`config.mk`:
```
export PLATFORM = sky130hd
export DESIGN_NAME = txq_ctrl
export DESIGN_NICKNAME = d
export VERILOG_FILES = /design/src/rtl/txq_pkg.sv /design/src/rtl/txq_fifo.sv /design/src/rtl/txq_fsm.sv /design/src/rtl/txq_irq.sv /design/src/rtl/txq_ctrl.sv
export SDC_FILE = /design/constraint.sdc
export NUM_CORES = 1
export LEC_CHECK = 0
export CORE_UTILIZATION = 40
export CTS_CLUSTER_SIZE = 40
export DETAILED_ROUTE_END_ITERATION = 6
export PLACE_DENSITY_LB_ADDON = 0.3
export SETUP_SLACK_MARGIN = 0.2
export SLEW_MARGIN = 20
export SYNTH_ARGS = -nofsm -noshare
export SYNTH_HDL_FRONTEND = slang
export SYNTH_HIERARCHICAL = 1
export SYNTH_SLANG_ARGS = --single-unit
```
`constraint.sdc`:
```
create_clock -name clk -period 3.6 [get_ports clk]
set_clock_uncertainty 0.15 [all_clocks]
set_input_delay 0.72 -clock clk [delete_from_list [all_inputs] [get_ports clk]]
set_output_delay 0.72 -clock clk [all_outputs]
set_load 0.03 [all_outputs]
```
`src/rtl/txq_pkg.sv`:
```
package txq_pkg;
    typedef enum logic [1:0] {
        ST_IDLE  = 2'd0,
        ST_ISSUE = 2'd1,
        ST_WAIT  = 2'd2,
        ST_HALT  = 2'd3
    } txq_state_e;

    localparam int IRQ_N     = 3;
    localparam int IRQ_EMPTY = 0;
    localparam int IRQ_FAIL  = 1;
    localparam int IRQ_OVF   = 2;
endpackage

```
`src/rtl/txq_fifo.sv`:
```
module txq_fifo #(
    parameter int WIDTH = 6,
    parameter int DEPTH = 32
) (
    input  logic             clk,
    input  logic             rst_n,
    input  logic             push,
    input  logic [WIDTH-1:0] push_data,
    input  logic             pop,
    output logic [WIDTH-1:0] head,
    output logic             empty,
    output logic             full,
    output logic             drop
);
    localparam int AW = (DEPTH > 1) ? $clog2(DEPTH) : 1;
    localparam int CW = $clog2(DEPTH + 1);
    localparam logic [AW-1:0] LAST = AW'(DEPTH - 1);
    localparam logic [CW-1:0] FULL_CNT = CW'(DEPTH);

    logic [WIDTH-1:0] mem [DEPTH];
    logic [AW-1:0]    wr_ptr, rd_ptr;
    logic [CW-1:0]    count;
    logic             do_push, do_pop;

    assign empty   = (count == '0);
    assign full    = (count == FULL_CNT);
    assign do_push = push && !full;
    assign do_pop  = pop && !empty;
    assign drop    = push && full;
    assign head    = mem[rd_ptr];

    always_ff @(posedge clk) begin
        if (do_push) begin
            mem[wr_ptr] <= push_data;
        end
    end

    always_ff @(posedge clk or negedge rst_n) begin
        if (!rst_n) begin
            wr_ptr <= '0;
            rd_ptr <= '0;
            count  <= '0;
        end else begin
            if (do_push) begin
                wr_ptr <= (wr_ptr == LAST) ? '0 : wr_ptr + 1'b1;
            end
            if (do_pop) begin
                rd_ptr <= (rd_ptr == LAST) ? '0 : rd_ptr + 1'b1;
            end
            unique case ({do_push, do_pop})
                2'b10:   count <= count + 1'b1;
                2'b01:   count <= count - 1'b1;
                default: count <= count;
            endcase
        end
    end
endmodule

```
`src/rtl/txq_fsm.sv`:
```
module txq_fsm
    import txq_pkg::*;
#(
    parameter int PNUM_W = 6
) (
    input  logic              clk,
    input  logic              rst_n,
    input  logic              txen_wr,
    input  logic              txen_wdata,
    input  logic              half_duplex,
    input  logic              defer_ok,
    input  logic              q_empty,
    input  logic [PNUM_W-1:0] q_head,
    output logic              q_pop,
    output logic              mac_start,
    output logic [PNUM_W-1:0] mac_pnum,
    input  logic              mac_done,
    input  logic              mac_fail,
    output logic              rel_stb,
    output logic [PNUM_W-1:0] rel_pnum,
    output logic              txen,
    output logic [PNUM_W-1:0] fail_pnum,
    output logic              ev_empty,
    output logic              ev_fail,
    output logic              busy
);
    txq_state_e        state, state_nx;
    logic [PNUM_W-1:0] cur_pnum;
    logic              go, sent, abort;

    // transition conditions
    always_comb begin
        go    = (state == ST_IDLE) && txen && !q_empty && (!half_duplex || defer_ok);
        abort = (state == ST_WAIT) && mac_fail;
        sent  = (state == ST_WAIT) && mac_done && !mac_fail;
        state_nx = state;
        unique case (state)
            ST_IDLE:  if (go)    state_nx = ST_ISSUE;
            ST_ISSUE:            state_nx = ST_WAIT;
            ST_WAIT: begin
                if (abort)      state_nx = ST_HALT;
                else if (sent)  state_nx = ST_IDLE;
            end
            ST_HALT:  if (txen)  state_nx = ST_IDLE;
            default:             state_nx = ST_IDLE;
        endcase
    end

    // state register
    always_ff @(posedge clk or negedge rst_n) begin
        if (!rst_n) state <= ST_IDLE;
        else        state <= state_nx;
    end

    // datapath registers
    always_ff @(posedge clk or negedge rst_n) begin
        if (!rst_n) begin
            cur_pnum  <= '0;
            fail_pnum <= '0;
            txen      <= 1'b0;
        end else begin
            if (go)           cur_pnum  <= q_head;
            if (abort)        fail_pnum <= cur_pnum;
            if (abort)        txen      <= 1'b0;
            else if (txen_wr) txen      <= txen_wdata;
        end
    end

    // outputs
    always_comb begin
        q_pop     = go;
        mac_start = (state == ST_ISSUE);
        mac_pnum  = cur_pnum;
        busy      = (state == ST_WAIT);
        rel_stb   = sent;
        rel_pnum  = cur_pnum;
        ev_fail   = abort;
        ev_empty  = sent && q_empty;
    end
endmodule

```
`src/rtl/txq_irq.sv`:
```
module txq_irq #(
    parameter int N = 3
) (
    input  logic         clk,
    input  logic         rst_n,
    input  logic [N-1:0] set,
    input  logic [N-1:0] ack,
    output logic [N-1:0] flags
);
    always_ff @(posedge clk or negedge rst_n) begin
        if (!rst_n) flags <= '0;
        else        flags <= (flags & ~ack) | set;
    end
endmodule

```
`src/rtl/txq_ctrl.sv`:
```
module txq_ctrl
    import txq_pkg::*;
#(
    parameter int PNUM_W = 6,
    parameter int DEPTH  = 32
) (
    input  logic              clk,
    input  logic              rst_n,
    input  logic              pnum_wr,
    input  logic [PNUM_W-1:0] pnum_wdata,
    input  logic              enq_cmd,
    input  logic              txen_wr,
    input  logic              txen_wdata,
    input  logic [IRQ_N-1:0]  irq_ack,
    input  logic              half_duplex,
    input  logic              defer_ok,
    output logic              mac_start,
    output logic [PNUM_W-1:0] mac_pnum,
    input  logic              mac_done,
    input  logic              mac_fail,
    output logic              rel_stb,
    output logic [PNUM_W-1:0] rel_pnum,
    output logic              txen,
    output logic [PNUM_W-1:0] fail_pnum,
    output logic              irq_empty,
    output logic              irq_fail,
    output logic              irq_ovf
);
    logic [PNUM_W-1:0] pnum_reg;
    logic [PNUM_W-1:0] q_head;
    logic              q_empty, q_full, q_drop, q_pop;
    logic              ev_empty, ev_fail, busy;
    logic [IRQ_N-1:0]  irq_set, irq_flags;

    always_ff @(posedge clk or negedge rst_n) begin
        if (!rst_n)       pnum_reg <= '0;
        else if (pnum_wr) pnum_reg <= pnum_wdata;
    end

    txq_fifo #(.WIDTH(PNUM_W), .DEPTH(DEPTH)) u_fifo (
        .clk       (clk),
        .rst_n     (rst_n),
        .push      (enq_cmd),
        .push_data (pnum_reg),
        .pop       (q_pop),
        .head      (q_head),
        .empty     (q_empty),
        .full      (q_full),
        .drop      (q_drop)
    );

    txq_fsm #(.PNUM_W(PNUM_W)) u_fsm (
        .clk         (clk),
        .rst_n       (rst_n),
        .txen_wr     (txen_wr),
        .txen_wdata  (txen_wdata),
        .half_duplex (half_duplex),
        .defer_ok    (defer_ok),
        .q_empty     (q_empty),
        .q_head      (q_head),
        .q_pop       (q_pop),
        .mac_start   (mac_start),
        .mac_pnum    (mac_pnum),
        .mac_done    (mac_done),
        .mac_fail    (mac_fail),
        .rel_stb     (rel_stb),
        .rel_pnum    (rel_pnum),
        .txen        (txen),
        .fail_pnum   (fail_pnum),
        .ev_empty    (ev_empty),
        .ev_fail     (ev_fail),
        .busy        (busy)
    );

    always_comb begin
        irq_set            = '0;
        irq_set[IRQ_EMPTY] = ev_empty;
        irq_set[IRQ_FAIL]  = ev_fail;
        irq_set[IRQ_OVF]   = q_drop;
    end

    txq_irq #(.N(IRQ_N)) u_irq (
        .clk   (clk),
        .rst_n (rst_n),
        .set   (irq_set),
        .ack   (irq_ack),
        .flags (irq_flags)
    );

    assign irq_empty = irq_flags[IRQ_EMPTY];
    assign irq_fail  = irq_flags[IRQ_FAIL];
    assign irq_ovf   = irq_flags[IRQ_OVF];
endmodule

```
==> results of run 1 <==
-- power by group --
part / internal, mW / switching (mW)
logic: 1.20 / 1.28
registers: 3.25 / 0.483
clock network: 1.41 / 0.935
total: 5.86 / 2.69
-- how the worst max path moves through the flow --
stage,startpoint,end,slack (ns),depth (start not counted)
after floorplan,u_fifo/count[1],u_fifo/count[5],0.24,13
after global placement,half_duplex,u_fifo/count[5],0.22,12
after detailed placement,half_duplex,u_fifo/count[5],0.12,12
after CTS,u_fifo/count[1],u_fifo/count[5],0.21,13
after global routing,u_fifo/count[3],u_fifo/count[4],0.15,12
final,u_fifo/count[3],u_fifo/count[4],0.22,12
-- kinds of logic after synthesis --
group                    share of synthesized area
buffers and inverters                       0.0266
AND/OR/NAND/NOR                             0.0530
XOR/XNOR                                   0.00274
AO/OA/AOI/OAI                               0.0542
multiplexers                                 0.139
flip-flops                                   0.706
adder cells (fa/ha/maj)                     0.0178
-- metrics by stage --
stage               setup WS, ns  hold slack [ns]   util
global placement           0.217            0.308  0.440
floorplan                  0.237            0.274      -
detailed placement         0.118            0.316  0.440
finish                     0.218            0.195  0.478
global route               0.151            0.279  0.478
CTS                        0.206            0.225  0.472
-- layout make-up --
| class | count | area [µm²] | share of cell area |
|---|---|---|---|
| repair buffers | 64 | 584 | 0.0521 |
| flip-flops and latches | 232 | 6780 | 0.604 |
| well taps | 319 | 399 | 0.0356 |
| multi-input cells | 264 | 2640 | 0.236 |
| clock inverters | 9 | 90.1 | 0.00803 |
| clock buffers | 30 | 654 | 0.0584 |
| inverters | 17 | 68.8 | 0.00614 |
-- routing by layer --
| metal | vias to the layer above | global-route usage | routed length, µm |
|---|---|---|---|
| li1 | 2253 | - | - |
| met1 | 2656 | 0.228 | 8580 |
| met2 | 122 | 0.278 | 10200 |
| met3 | 25 | 0.0244 | 897 |
| met4 | 0 | 0.0387 | 304 |
| met5 | - | 0 | 0 |
-- synthesized netlist by cell type (all sizes together), types with 2 or more instances --
| master | n |
|---|---|
| a211oi | 8 |
| a21o | 5 |
| a21oi | 12 |
| a221o | 2 |
| a22o | 6 |
| a22oi | 5 |
| and2 | 2 |
| and2b | 3 |
| and3 | 2 |
| buf | 20 |
| clkbuf | 11 |
| dfrtp | 40 |
| edfxtp | 192 |
| ha | 12 |
| inv | 16 |
| mux2 | 21 |
| mux2i | 24 |
| mux4 | 37 |
| nand2 | 18 |
| nand2b | 2 |
| nand3 | 4 |
| nand3b | 5 |
| nor2 | 38 |
| nor2b | 4 |
| nor3 | 4 |
| nor3b | 2 |
| nor4 | 3 |
| nor4b | 2 |
| o21ai | 11 |
| o221ai | 11 |
| o31ai | 2 |
| or3 | 2 |
| or3b | 2 |
| or4b | 2 |
| xnor2 | 2 |
-- critical path, stage by stage, from the launching register on --
cell and delay (ns):
dfrtp_1 0.41, or4_4 0.59, buf_6 0.14, buf_4 0.12
o31a_4 0.37, clkinv_4 0.07, ha_4 0.20, inv_1 0.11
fa_1 0.44, nor2b_1 0.16, o21ai_0 0.13, a21boi_0 0.26
o31ai_1 0.11
-- timing repair --
item / CTS / global route
resized for setup: 1 / 10
endpoints found under the setup margin: 1 / 1
pin swaps: 0 / 7
setup buffers: 0 / 12
==> run summary, run 1 <==
Post-Syn Area -> 9580 µm²
layout cell share with drive strength beyond 1 -> 0.231
Setup CP Type -> reg -> reg
FFs w/ async S/R, synth -> 0.172
1st-iter DRT viols -> 404
fin. max-slew vios -> 0
diodes inserted -> 0
Yosys reg bits -> 232
Reg with most FFs -> u_fifo/mem
drt first pass iters -> 5
FMAX -> 0.296 GHz
Routed WL -> 19900 µm
top-area cell type share of the netlist area -> 0.602
commonest non-fill, non-tap cell in the layout -> edfxtp_1
post-cts hold buffer count -> 0
CTS max path bufs -> 3
Worst EP arrival -> 3.62 ns
Slew HR -> 0.285
max-cap violations -> 0
via-per-instance ratio -> 5.41
initial antenna violation count -> 0
Die W -> 157 µm
crit share post-route -> 0.939
final net count -> 635
Critical Path Start Type -> register
Core ar. -> 23500 µm²
sequential area share after synthesis -> 0.706
fin crit period -> 3.38 ns
Post-Syn Instances -> 544
commonest cells after routing, fill and taps aside -> 192 x edfxtp_1, 41 x clkdlybuf4s50_1, 38 x nor2_1
R2R setup slack -> 0.22 ns
Synth area leaders -> edfxtp_1 60%, dfrtp_1 10%, mux4_2 8.7%
H-tree depth -> 1
Finished Layout Cells -> 935
GRT Util Overall -> 0.166
Root Driver -> clkbuf_16
antenna viol nets, final -> 0
status -> complete, no violations
die height -> 157 µm
pin count of the biggest net entering global routing -> 41
Crit Path Max Fanout -> 8
TritonCTS Sinks -> 232
Die ar. -> 24600 µm²
vias in the first global route -> 5161
cell leakage power -> 3.82 nW
Worst EP required -> 3.83 ns
number of flip-flops in the largest register -> 192
PwrDens -> 762 nW/µm²
grt ovf -> 0
RePlAce Congestion -> 0.834
CTS tree -> built
setup TNS -> 0 ns
Tightest Pin Transition -> 1.07 ns
Clock Latency Late Sink -> 0.50 ns
placed inst area -> 10300 µm²
first-pass GRT wire length -> 30400 µm
YS warnings -> 6
Avg WL per Cell -> 21.3 µm
Unique masters post-synth -> 59
# setup viols final -> 0
Area growth syn-to-layout -> 17.1%
hpwl dp -> 12900 µm
post-route cell area -> 11200 µm²
Final Hold Viols -> 0
Syn Nets -> 576
IO Count -> 43
Placed Instances -> 884
RR Endpoint -> u_fifo/count[4]
Reg2Reg Depth -> 12
predominant post-synthesis flop cell -> edfxtp_1
area leader, netlist -> edfxtp_1
clk slew on worst S/H paths -> 0.06 ns
DR vias -> 5056
Hold Path Class -> in -> async
Starting Density -> 0.408
drc violations -> 0
Worst VDD drop -> 356 µV
RSZ-0062 raised after global routing -> no
fillers -> 1940
critical path endpoint category -> register
IO buf count -> 42
total power -> 8.55 mW
Rows -> 56
r2r startpoint -> u_fifo/count[3]
cts bufs inserted -> 24
syn_area_per_cell -> 17.6 µm²
EDFF count, synth -> 192
(Power assumes the default switching activity.)
==> inputs of run 2 (changes only) <==
RECOVER_POWER = 100   (was not set)
==> run 2 against run 1 <==
The run now ends with max-capacitance violations, max-slew violations left; sequential share of layout area rose by 0.26 points; fmax decreased by 0.94%; largest power group unchanged; first-iteration DRC count shrank 2.2%; critical path type unchanged; core utilization is 0.25 points lower; die area unchanged; worst hold slack better by 0.12 ns; combinational power fell by 2%; power fell by 0.87%.
==> run summary, run 2 (same netlist as run 1, synthesis figures left out) <==
post-route cell area -> 11200 µm² (about the same)
r2r startpoint -> u_fifo/count[3] (unchanged)
Worst VDD drop -> 355 µV (was 356 µV)
worst hold endpoint -> u_irq/flags[2]
layout cell share with drive strength beyond 1 -> 0.206 (was 0.231)
clk slew on worst S/H paths -> 0.06 ns (about the same)
Routed WL -> 20000 µm (was 19900 µm)
CTS max path bufs -> 3 (unchanged)
WL met3 -> 906 µm (was 897 µm)
drc violations -> 0 (unchanged)
total net switching power -> 2.68 mW (was 2.69 mW)
number of flip-flops in the largest register -> 192 (unchanged)
grt ovf -> 0 (unchanged)
sw frac -> 0.317 (was 0.315)
cell leakage power -> 3.81 nW (was 3.82 nW)
fin. max-slew vios -> 41 (was 0)
Hold Path Class -> reg -> reg (was in -> async)
Area growth syn-to-layout -> 16.5% (was 17.1%)
1st-iter DRT viols -> 395 (was 404)
diodes inserted -> 0 (unchanged)
Avg WL per Cell -> 21.4 µm (was 21.3 µm)
die height -> 157 µm (unchanged)
fillers -> 1957 (was 1940)
vias in the first global route -> 5161 (unchanged)
first-pass GRT wire length -> 30400 µm (unchanged)
met2 WL post-DR -> 10100 µm (was 10200 µm)
initial antenna violation count -> 0 (unchanged)
# setup viols final -> 0 (unchanged)
Worst Hold Slack -> 0.319 ns (was 0.195 ns)
final net count -> 635 (unchanged)
WHS Path Cells -> 1
Reg with most FFs -> u_fifo/mem (unchanged)
Die W -> 157 µm (unchanged)
commonest non-fill, non-tap cell in the layout -> edfxtp_1 (unchanged)
Clock Latency Late Sink -> 0.50 ns (about the same)
Starting Density -> 0.408 (unchanged)
IO Count -> 43 (unchanged)
PwrDens -> 760 nW/µm² (was 762 nW/µm²)
H-tree depth -> 1 (unchanged)
Slew HR -> -0.473 (was 0.285)
Worst EP required -> 3.83 ns (about the same)
hpwl dp -> 12900 µm (unchanged)
setup TNS -> 0 ns (unchanged)
via-per-instance ratio -> 5.43 (was 5.41)
Crit Path Max Fanout -> 8 (unchanged)
IO buf count -> 42 (unchanged)
crit share post-route -> 0.948 (was 0.939)
max-cap violations -> 1 (was 0)
cts bufs inserted -> 24 (unchanged)
drt first pass iters -> 7 (was 5)
Root Driver -> clkbuf_16 (unchanged)
post-cts hold buffer count -> 0 (unchanged)
FMAX -> 0.293 GHz (was 0.296 GHz)
Reg2Reg Depth -> 12 (unchanged)
Reg power frac -> 0.439 (was 0.436)
placed inst area -> 10300 µm² (unchanged)
clock power share -> 0.277 (was 0.275)
Combinational Power Share -> 0.284 (was 0.289)
CTS tree -> built (unchanged)
commonest cells after routing, fill and taps aside -> 192 x edfxtp_1, 38 x dfrtp_1, 38 x nor2_1 (was 192 x edfxtp_1, 41 x clkdlybuf4s50_1, 38 x nor2_1)
DR vias -> 5079 (was 5056)
Pint -> 5.79 mW (was 5.86 mW)
critical path endpoint category -> register (unchanged)
Setup CP Type -> reg -> reg (unchanged)
Final Hold Viols -> 0 (unchanged)
Core ar. -> 23500 µm² (unchanged)
antenna viol nets, final -> 0 (unchanged)
top sig layer -> met4 (unchanged)
fin crit period -> 3.41 ns (was 3.38 ns)
met1 WL -> 8640 µm (was 8580 µm)
Critical Path Start Type -> register (unchanged)
Worst Min Path Start -> u_irq/flags[2]
GRT Util Overall -> 0.166 (unchanged)
status -> finished with violations (was complete, no violations)
R2R setup slack -> 0.19 ns (was 0.22 ns)
Worst EP arrival -> 3.65 ns (was 3.62 ns)
RSZ-0062 raised after global routing -> no (unchanged)
RR Endpoint -> u_fifo/count[4] (unchanged)
Rows -> 56 (unchanged)
violated checks -> max-capacitance violations, max-slew violations
RePlAce Congestion -> 0.834 (unchanged)
pin count of the biggest net entering global routing -> 41 (unchanged)
TritonCTS Sinks -> 232 (unchanged)
Tightest Pin Transition -> 2.21 ns (was 1.07 ns)
Die ar. -> 24600 µm² (unchanged)
[run 2: layout make-up]
type | count | area [µm²] | area share
multi-input cells | 264 | 2610 | 0.234
inverters | 17 | 68.8 | 0.00617
well taps | 319 | 399 | 0.0358
flip-flops and latches | 232 | 6770 | 0.607
clock inverters | 9 | 90.1 | 0.00808
repair buffers | 64 | 568 | 0.0509
clock buffers | 30 | 654 | 0.0587
[run 2: power groups by stage]
| stage | clock (mW) | combinational [mW] | sequential (mW) |
|---|---|---|---|
| 2_1_floorplan | 0 | 1.70 | 3.63 |
| 4_1_cts | 2.40 | 2.36 | 3.74 |
| 3_5_place_dp | 0 | 2.35 | 3.80 |
| 6_report | 2.35 | 2.41 | 3.72 |
| 3_3_place_gp | 0 | 2.30 | 3.77 |
| 5_1_grt | 2.50 | 2.56 | 3.78 |
[run 2: how the worst max path moves through the flow]
stage                          from         endpoint  depth (start not counted)
global route        u_fifo/count[3]  u_fifo/count[4]                         12
detailed placement      half_duplex  u_fifo/count[5]                         12
finish              u_fifo/count[3]  u_fifo/count[4]                         12
CTS                 u_fifo/count[1]  u_fifo/count[5]                         13
floorplan           u_fifo/count[1]  u_fifo/count[5]                         13
global placement        half_duplex  u_fifo/count[5]                         12
[run 2: layer usage]
| layer | GRT usage | vias to the layer above |
|---|---|---|
| met5 | 0 | - |
| met4 | 0.0387 | 0 |
| met3 | 0.0244 | 30 |
| met1 | 0.228 | 2659 |
| met2 | 0.278 | 136 |
| li1 | - | 2254 |
[run 2: per-stage QoR]
stage                util  power (mW)  std cells  setup WS [ns]
floorplan               -        5.33        544          0.237
global placement    0.440        6.07        884          0.217
detailed placement  0.440        6.15        884          0.118
CTS                 0.472        8.50        923          0.206
global route        0.475        8.84        935          0.127
finish              0.475        8.47        935          0.186
[run 2: what timing repair did]
item	in CTS	in global routing
gates resized for setup	1	10
setup endpoints to repair	1	1
setup buffers	0	12
pin swaps	0	7
[run 2: worst max-delay path, stage by stage (launching register included)]
cell      delay, ns
dfrtp_1        0.41
or4_4          0.59
clkbuf_1       0.14
clkbuf_4       0.13
o31a_2         0.38
clkinv_4       0.08
ha_4           0.20
inv_1          0.11
fa_1           0.44
nor2b_1        0.16
o21ai_0        0.14
a21boi_0       0.26
o31ai_1        0.11
